==> src/rtl/ppg_pkg.sv <==
package ppg_pkg;

    // Controller states; codes follow the press cycle so each step flips one bit
    typedef enum logic [1:0] {
        ST_IDLE  = 2'b00,
        ST_WAIT  = 2'b01,
        ST_PULSE = 2'b11,
        ST_HELD  = 2'b10
    } ppg_state_e;

    // Inputs seen by the next-state function in one cycle
    typedef struct packed {
        logic level;   // synchronized switch level
        logic expire;  // settling timer on its last cycle
    } ppg_obs_t;

    // Counter width needed to count 0 .. n-1 (at least one bit)
    function automatic int unsigned cnt_width(input int unsigned n);
        return (n < 2) ? 1 : $clog2(n);
    endfunction

    function automatic ppg_state_e next_state(input ppg_state_e cur,
                                              input ppg_obs_t   obs);
        ppg_state_e nxt;
        nxt = cur;
        unique case (cur)
            ST_IDLE:  if (obs.level) nxt = ST_WAIT;
            ST_WAIT:  if (obs.expire) nxt = obs.level ? ST_PULSE : ST_IDLE;
            ST_PULSE: nxt = ST_HELD;
            ST_HELD:  if (!obs.level) nxt = ST_IDLE;
            default:  nxt = ST_IDLE;
        endcase
        return nxt;
    endfunction

endpackage

==> src/rtl/ppg_sync.sv <==
module ppg_sync #(
    parameter int unsigned STAGES = 2
) (
    input  logic clk,
    input  logic rst,
    input  logic d_async,
    output logic q_sync
);
    logic [STAGES-1:0] chain;

    always_ff @(posedge clk) begin
        if (rst) chain[0] <= 1'b0;
        else     chain[0] <= d_async;
    end

    for (genvar g = 1; g < STAGES; g++) begin : g_stage
        always_ff @(posedge clk) begin
            if (rst) chain[g] <= 1'b0;
            else     chain[g] <= chain[g-1];
        end
    end

    assign q_sync = chain[STAGES-1];


    first_stage_follows_chk: assert property (@(posedge clk) disable iff (rst)
        !$past(rst) |-> chain[0] == $past(d_async));


    sync_cleared_chk: assert property (@(posedge clk)
        $past(rst) |-> chain == '0);

endmodule

==> src/rtl/ppg_timer.sv <==
module ppg_timer #(
    parameter int unsigned SETTLE_CYCLES = 16
) (
    input  logic clk,
    input  logic rst,
    input  logic run,
    output logic expire
);
    localparam int unsigned CW   = ppg_pkg::cnt_width(SETTLE_CYCLES);
    localparam logic [CW-1:0] LAST = CW'(SETTLE_CYCLES - 1);

    logic [CW-1:0] cnt;

    always_ff @(posedge clk) begin
        if (rst || !run)  cnt <= '0;
        else if (cnt != LAST) cnt <= cnt + 1'b1;
    end

    assign expire = run && (cnt == LAST);


    fresh_start_chk: assert property (@(posedge clk) disable iff (rst)
        (run && !$past(run)) |-> cnt == '0);


    count_bound_chk: assert property (@(posedge clk) disable iff (rst)
        cnt <= LAST);


    timer_cleared_chk: assert property (@(posedge clk)
        $past(rst) |-> cnt == '0);

endmodule

==> src/rtl/ppg_fsm.sv <==
module ppg_fsm
    import ppg_pkg::*;
(
    input  logic clk,
    input  logic rst,
    input  logic level,
    input  logic expire,
    output logic run,
    output logic pulse
);
    ppg_state_e state;
    ppg_obs_t   obs;

    assign obs.level  = level;
    assign obs.expire = expire;

    always_ff @(posedge clk) begin
        if (rst) state <= ST_IDLE;
        else     state <= next_state(state, obs);
    end

    assign run   = (state == ST_WAIT);
    assign pulse = (state == ST_PULSE);


    single_cycle_pulse_chk: assert property (@(posedge clk) disable iff (rst)
        pulse |=> !pulse);


    pulse_needs_level_chk: assert property (@(posedge clk) disable iff (rst)
        pulse |-> $past(level) && $past(expire));


    reject_to_idle_chk: assert property (@(posedge clk) disable iff (rst)
        (expire && !level) |=> !pulse && state == ST_IDLE);


    stay_held_chk: assert property (@(posedge clk) disable iff (rst)
        (state == ST_HELD && level) |=> state == ST_HELD);


    reset_idle_chk: assert property (@(posedge clk)
        $past(rst) |-> state == ST_IDLE && !pulse);

endmodule

==> src/rtl/press_pulse_gen.sv <==
module press_pulse_gen #(
    parameter int unsigned SETTLE_CYCLES = 16,
    parameter int unsigned SYNC_STAGES   = 2
) (
    input  logic clk,
    input  logic rst,
    input  logic sw_raw,
    output logic press_pulse
);
    logic level_s;
    logic tmr_run;
    logic tmr_expire;

    ppg_sync #(.STAGES(SYNC_STAGES)) u_sync (
        .clk     (clk),
        .rst     (rst),
        .d_async (sw_raw),
        .q_sync  (level_s)
    );

    ppg_timer #(.SETTLE_CYCLES(SETTLE_CYCLES)) u_timer (
        .clk    (clk),
        .rst    (rst),
        .run    (tmr_run),
        .expire (tmr_expire)
    );

    ppg_fsm u_fsm (
        .clk    (clk),
        .rst    (rst),
        .level  (level_s),
        .expire (tmr_expire),
        .run    (tmr_run),
        .pulse  (press_pulse)
    );

endmodule

==> config.mk <==
export PLATFORM = sky130hd
export DESIGN_NAME = press_pulse_gen
export DESIGN_NICKNAME = d
export VERILOG_FILES = /design/src/rtl/ppg_pkg.sv /design/src/rtl/ppg_sync.sv /design/src/rtl/ppg_timer.sv /design/src/rtl/ppg_fsm.sv /design/src/rtl/press_pulse_gen.sv
export SDC_FILE = /design/constraint.sdc
export NUM_CORES = 1
export LEC_CHECK = 0
export ABC_AREA = 0
export BUFFER_PORTS_ARGS = -buffer_cell sky130_fd_sc_hd__buf_2
export CAP_MARGIN = 20
export CORE_AREA = 2 2 39 41
export DETAILED_ROUTE_END_ITERATION = 8
export DIE_AREA = 0 0 41 43
export HOLD_SLACK_MARGIN = 0.15
export PLACE_DENSITY_LB_ADDON = 0.08
export SYNTH_ARGS = -nofsm -noshare
export SYNTH_HDL_FRONTEND = slang
export SYNTH_SLANG_ARGS = --single-unit
==> constraint.sdc <==
create_clock -name clk -period 1.1 [get_ports clk]
set_input_delay 0.22 -clock clk [delete_from_list [all_inputs] [get_ports clk]]
set_output_delay 0.22 -clock clk [all_outputs]
set_load 0.02 [all_outputs]
==> metrics.txt, run 1 <==
H-tree levels=1; syn nets=37; Seq/Total Area, Yosys=0.525; status=finished, final reports clean; Post-Syn Area=305 um^2; via count=245; Max Cap Violations=0; final period utilization=0.980; core area=1380 um^2; CTS tree=done; GR Overflow Total=0; min-delay src=rst; relative slew slack=0.869; CP startpoint kind=flip-flop; #FFs+latches synth=8; r2r worst-path depth=4; clk buf depth=2; post-route setup slack=22.2 ps; worst-path fanout max=2; setup_tns=0 ps; Netlist cell types=16; Post-Syn Area per Cell=9.25 um^2; GRT Util Overall=0.0817; Pleak=0.158 nW; num rows=14; minimum clock period=1080 ps; Top Ports=4; Mapped Cells=33; first-pass GRT wire length=890 um; Final setup viols=0; initial core utilization=0.221; Slowest-stage cell, CP=dfxtp_2; vias in the first global route=216; final std cells w/o fill=58; Final Cell Area=407 um^2; die area=1760 um^2; Sinks on Clock Net=8; drt wl/cell=9.81 um; critical path, cell by cell=and2_4 -> buf_6; RSZ-0062 raised after global routing=false; Synth area leaders=dfxtp_1, nor2_1, nor3_1; nets=48; Final Max Slew Viols=0; footprint of the multi-input gates=158 um^2; filler instances=150; pin count of the biggest net entering global routing=6; clock skew=6.61 ps; area grow syn2layout=33.2%; synth warn=0; drt initial violations=4; Peak Freq=0.928 GHz; pwr dens=1360 nW/um^2; Worst EP required=880 ps; Reg2Reg Launch Point=u_timer.cnt[0]; Worst R2R Setup Slack=100 ps; Worst Path Arrival=860 ps; worst setup path class=reg2out; Worst Hold Depth=2; Place WS=60.7 ps; most frequent cells in the layout=nor2_1, dfxtp_1; Cells after DPL=54; DRC violations left=0; DR pass1 iterations=2; Worst-Skew Late Latency=260 ps; VDD IR max=0.000570 V; Reg area=163 um^2; Buf/Inv on CP=1; final hold vios=0; crit-path max cell delay=330 ps; DRT antenna net count=0; Post-Route Utilization=0.294; Top delay family on crit path=flip-flops; area of placed instances=355 um^2; detailed placement HPWL=394 um; post-synth top area share=0.525; die height=43 um; Ant. Diodes=0; Vias per Instance=4.22; RD Place Congestion=0.680; WL final=569 um; Hold Crit Class=in2reg; port bufs=3; Worst-Margin Slew=196 ps; post-synth top area cell=dfxtp_1; Hold Crit Endpoint=u_fsm.state[1]; initial antenna violation count=0; Clock transition at path regs=60 ps; layout cells sized above 1=0.333; chip width=41 um; Crit Reg-Reg Endpoint=u_timer.cnt[1]; CTS root buf=clkbuf_4; Crit. End Element=primary output; Num CTS Buffers=3
[synth_stat cells, drive strengths merged]
library cell	n
o21a	1
dfxtp	8
nand3	2
a31oi	1
xnor2	1
o21ai	1
and2	1
nand2	3
mux2i	1
nor3b	1
nor3	3
nor2	6
ha	1
nor2b	2
a21oi	1
[per-stage QoR]
| step | hold slack, ps | total power [mW] |
|---|---|---|
| floorplan | 292 | 0.316 |
| global placement | 434 | 0.326 |
| detailed placement | 439 | 0.326 |
| CTS | 171 | 0.564 |
| global route | 196 | 0.584 |
| finish | 177 | 0.553 |
[layer usage]
| metal | up-vias | share of wire | global-route usage |
|---|---|---|---|
| met5 | - | 0 | 0 |
| met4 | 0 | 0 | 0.100 |
| met3 | 0 | 0.028 | 0.0157 |
| met2 | 4 | 0.56 | 0.122 |
| met1 | 108 | 0.41 | 0.0784 |
| li1 | 133 | - | - |
[what timing repair did]
item | 4_1_cts | 5_1_grt
pin swaps | 0 | 0
cloned | 0 | 0
endpoints found under the setup margin | 1 | 4
gates resized for setup | 4 | 3
buffers inserted | 1 | 0
hold buffers | 0 | 0
[cell families after synthesis]
group | share of synthesized area
XOR/XNOR | 0.0287
multiplexers | 0.0328
AND/OR/NAND/NOR | 0.295
flip-flops | 0.525
AO/OA/AOI/OAI | 0.0779
adder cells (fa/ha/maj) | 0.0410
[report_power, final]
part / internal, mW / leakage, nW / switching [mW]
Combinational: 0.0117 / 0.0781 / 0.0110
Sequential: 0.297 / 0.0660 / 0.00382
Clock: 0.125 / 0.0138 / 0.104
Total: 0.434 / 0.158 / 0.119
[cell type report]
class                      instances  share of cell area
sequential                         8               0.400
multi-input combinational         25               0.388
timing repair buffer               6               0.108
clock buffer                       3              0.0554
tap                               16              0.0492
[worst max-delay path by stage]
stage,slack (ps),cells after the start,endpoint,from
global placement,50,4,u_timer.cnt[1],u_timer.cnt[0]
CTS,9,2,press_pulse,u_fsm.state[0]
global route,2,2,press_pulse,u_fsm.state[0]
floorplan,80,4,u_fsm.state[1],u_timer.cnt[0]
detailed placement,60,4,u_timer.cnt[1],u_timer.cnt[0]
finish,20,2,press_pulse,u_fsm.state[0]
[flip-flops by register name, summed over array words and instances, names as in the netlist]
| signal | count |
|---|---|
| u_timer.cnt | 4 |
| u_fsm.state | 2 |
| u_sync.chain | 1 |
| u_sync.q_sync | 1 |
(Power assumes the default switching activity.)
==> inputs of run 2 (changes only) <==
==> constraint.sdc (replaced) <==
create_clock -name clk -period 1.2 [get_ports clk]
set_input_delay 0.24 -clock clk [delete_from_list [all_inputs] [get_ports clk]]
set_output_delay 0.24 -clock clk [all_outputs]
set_load 0.02 [all_outputs]
==> run 2 against run 1 <==
  * Combinational power is 28% lower
  * Critical path type unchanged
  * Sequential power is 8.0% lower
  * Critical endpoint unchanged
  * Largest power group unchanged
  * Largest cell class unchanged
  * Wire length fell by 11%
==> metrics.txt, run 2 (synthesis gave the netlist of run 1 again) <==
status=finished, final reports clean; cts hold-fix bufs=0; clk buf depth=2; DRC violations left=0; pwr dens=1300 nW/um^2; GR Overflow Total=0; DR pass1 iterations=4; chip width=41 um; Top Ports=4; WL final=507 um; die area=1760 um^2; Reg area=161 um^2; Pleak=0.145 nW; port bufs=3; most frequent cells in the layout=dfxtp_1, nor2_1; drt wl/cell=9.05 um; layout cells sized above 1=0.250; Final Cell Area=374 um^2; internal power=0.395 mW; Ant. Diodes=0; Worst-Margin Slew=183 ps; final hold vios=0; DRT antenna net count=0; RSZ-0062 raised after global routing=false; Post-Route Utilization=0.270; Final Max Slew Viols=0; pin count of the biggest net entering global routing=6; Critical Path Sink=press_pulse; commonest non-fill, non-tap cell in the layout=dfxtp_1; Worst Path Arrival=890 ps; Final setup viols=0; area of placed instances=348 um^2; setup_tns=0 ps; CP startpoint kind=flip-flop; Total Power=0.487 mW; max reg flops=4; Worst-Skew Late Latency=240 ps; Reg2Reg Launch Point=u_timer.cnt[1]; Cells after DPL=53; CTS tree=done; switching share of power=0.190; via count=240; Vias per Instance=4.29; drt initial violations=3; final period utilization=0.946; VDD IR max=0.000441 V; core area=1380 um^2; footprint of the multi-input gates=148 um^2; Worst R2R Setup Slack=120 ps; initial core utilization=0.221; die height=43 um; initial antenna violation count=0; filler instances=148; RD Place Congestion=0.631; Max Cap Violations=0; Biggest register=u_timer.cnt; num rows=14; worst-path fanout max=4; Logic pwr share=0.033; first-pass GRT wire length=890 um; Hold Crit Class=in2reg; Num CTS Buffers=3; r2r worst-path depth=4; Crit Reg-Reg Endpoint=u_fsm.state[1]; Clock transition at path regs=50 ps; nets=46; net switching power=0.0925 mW; relative slew slack=0.878; biggest regs=u_timer.cnt (4), u_fsm.state (2); detailed placement HPWL=404 um; final std cells w/o fill=56; H-tree levels=1; Crit. End Element=primary output; CP startpoint=u_fsm.state[1]; worst setup path class=reg2out; area grow syn2layout=22.5%; Sinks on Clock Net=8; CTS root buf=clkbuf_4; Worst EP required=960 ps; minimum clock period=1130 ps; GRT Util Overall=0.0806; Worst Hold Depth=2; Peak Freq=0.881 GHz; vias in the first global route=218; Seq pwr share=0.567; Clk network pwr share=0.399; clock skew=3.17 ps
run 2: changes by cell type in the layout (fill, tap and decap cells not counted):
| cell | change |
|---|---|
| nand3_4 | -1 |
| and2_4 | -1 |
| buf_6 | -1 |
| buf_2 | +1 |
| buf_4 | -2 |
| and2_1 | +1 |
| dfxtp_1 | +1 |
| nand3_2 | +1 |
| dfxtp_2 | -1 |
run 2: worst min-delay path by stage:
stage | from | end
after CTS | sw_raw | u_sync.chain[0]
final | sw_raw | u_sync.chain[0]
after global placement | u_sync.chain[0] | u_sync.q_sync
after floorplan | rst | u_sync.chain[0]
after global routing | rst | u_fsm.state[0]
after detailed placement | u_sync.chain[0] | u_sync.q_sync
run 2: metrics by stage:
| stage | worst slack [ps] | hold WS [ps] |
|---|---|---|
| after global placement | 120 | 435 |
| after floorplan | 179 | 312 |
| after global routing | 15.9 | 208 |
| after CTS | 30.0 | 200 |
| final | 65.0 | 206 |
| after detailed placement | 83.6 | 452 |
run 2: power groups by stage:
stage / Clock (mW) / Sequential, mW / Combinational (mW)
after detailed placement: 0 / 0.282 / 0.0166
final: 0.195 / 0.277 / 0.0163
after global placement: 0 / 0.281 / 0.0162
after CTS: 0.203 / 0.276 / 0.0166
after global routing: 0.222 / 0.277 / 0.0188
after floorplan: 0 / 0.281 / 0.00822
run 2: layer usage:
| metal | track usage | vias up | wire (um) |
|---|---|---|---|
| met5 | 0 | - | 0 |
| met4 | 0.0600 | 0 | 0 |
| met3 | 0.0471 | 0 | 26 |
| met2 | 0.113 | 6 | 265 |
| met1 | 0.0844 | 106 | 216 |
| li1 | - | 128 | - |
run 2: cell type report:
class | count | area share
repair buffers | 4 | 0.0602
well taps | 16 | 0.0535
multi-input cells | 25 | 0.395
flip-flops and latches | 8 | 0.431
clock buffers | 3 | 0.0602
run 2: repair_timing:
item                                   in CTS  in global routing
setup endpoints to repair                   0                  2
resized for setup                           0                  2
buffers inserted                            0                  0
endpoints found under the hold margin       0                  0
run 2: critical path: stages, from the launching register on:
cell and delay (ps):
dfxtp_1 360, and2_1 140, buf_2 160
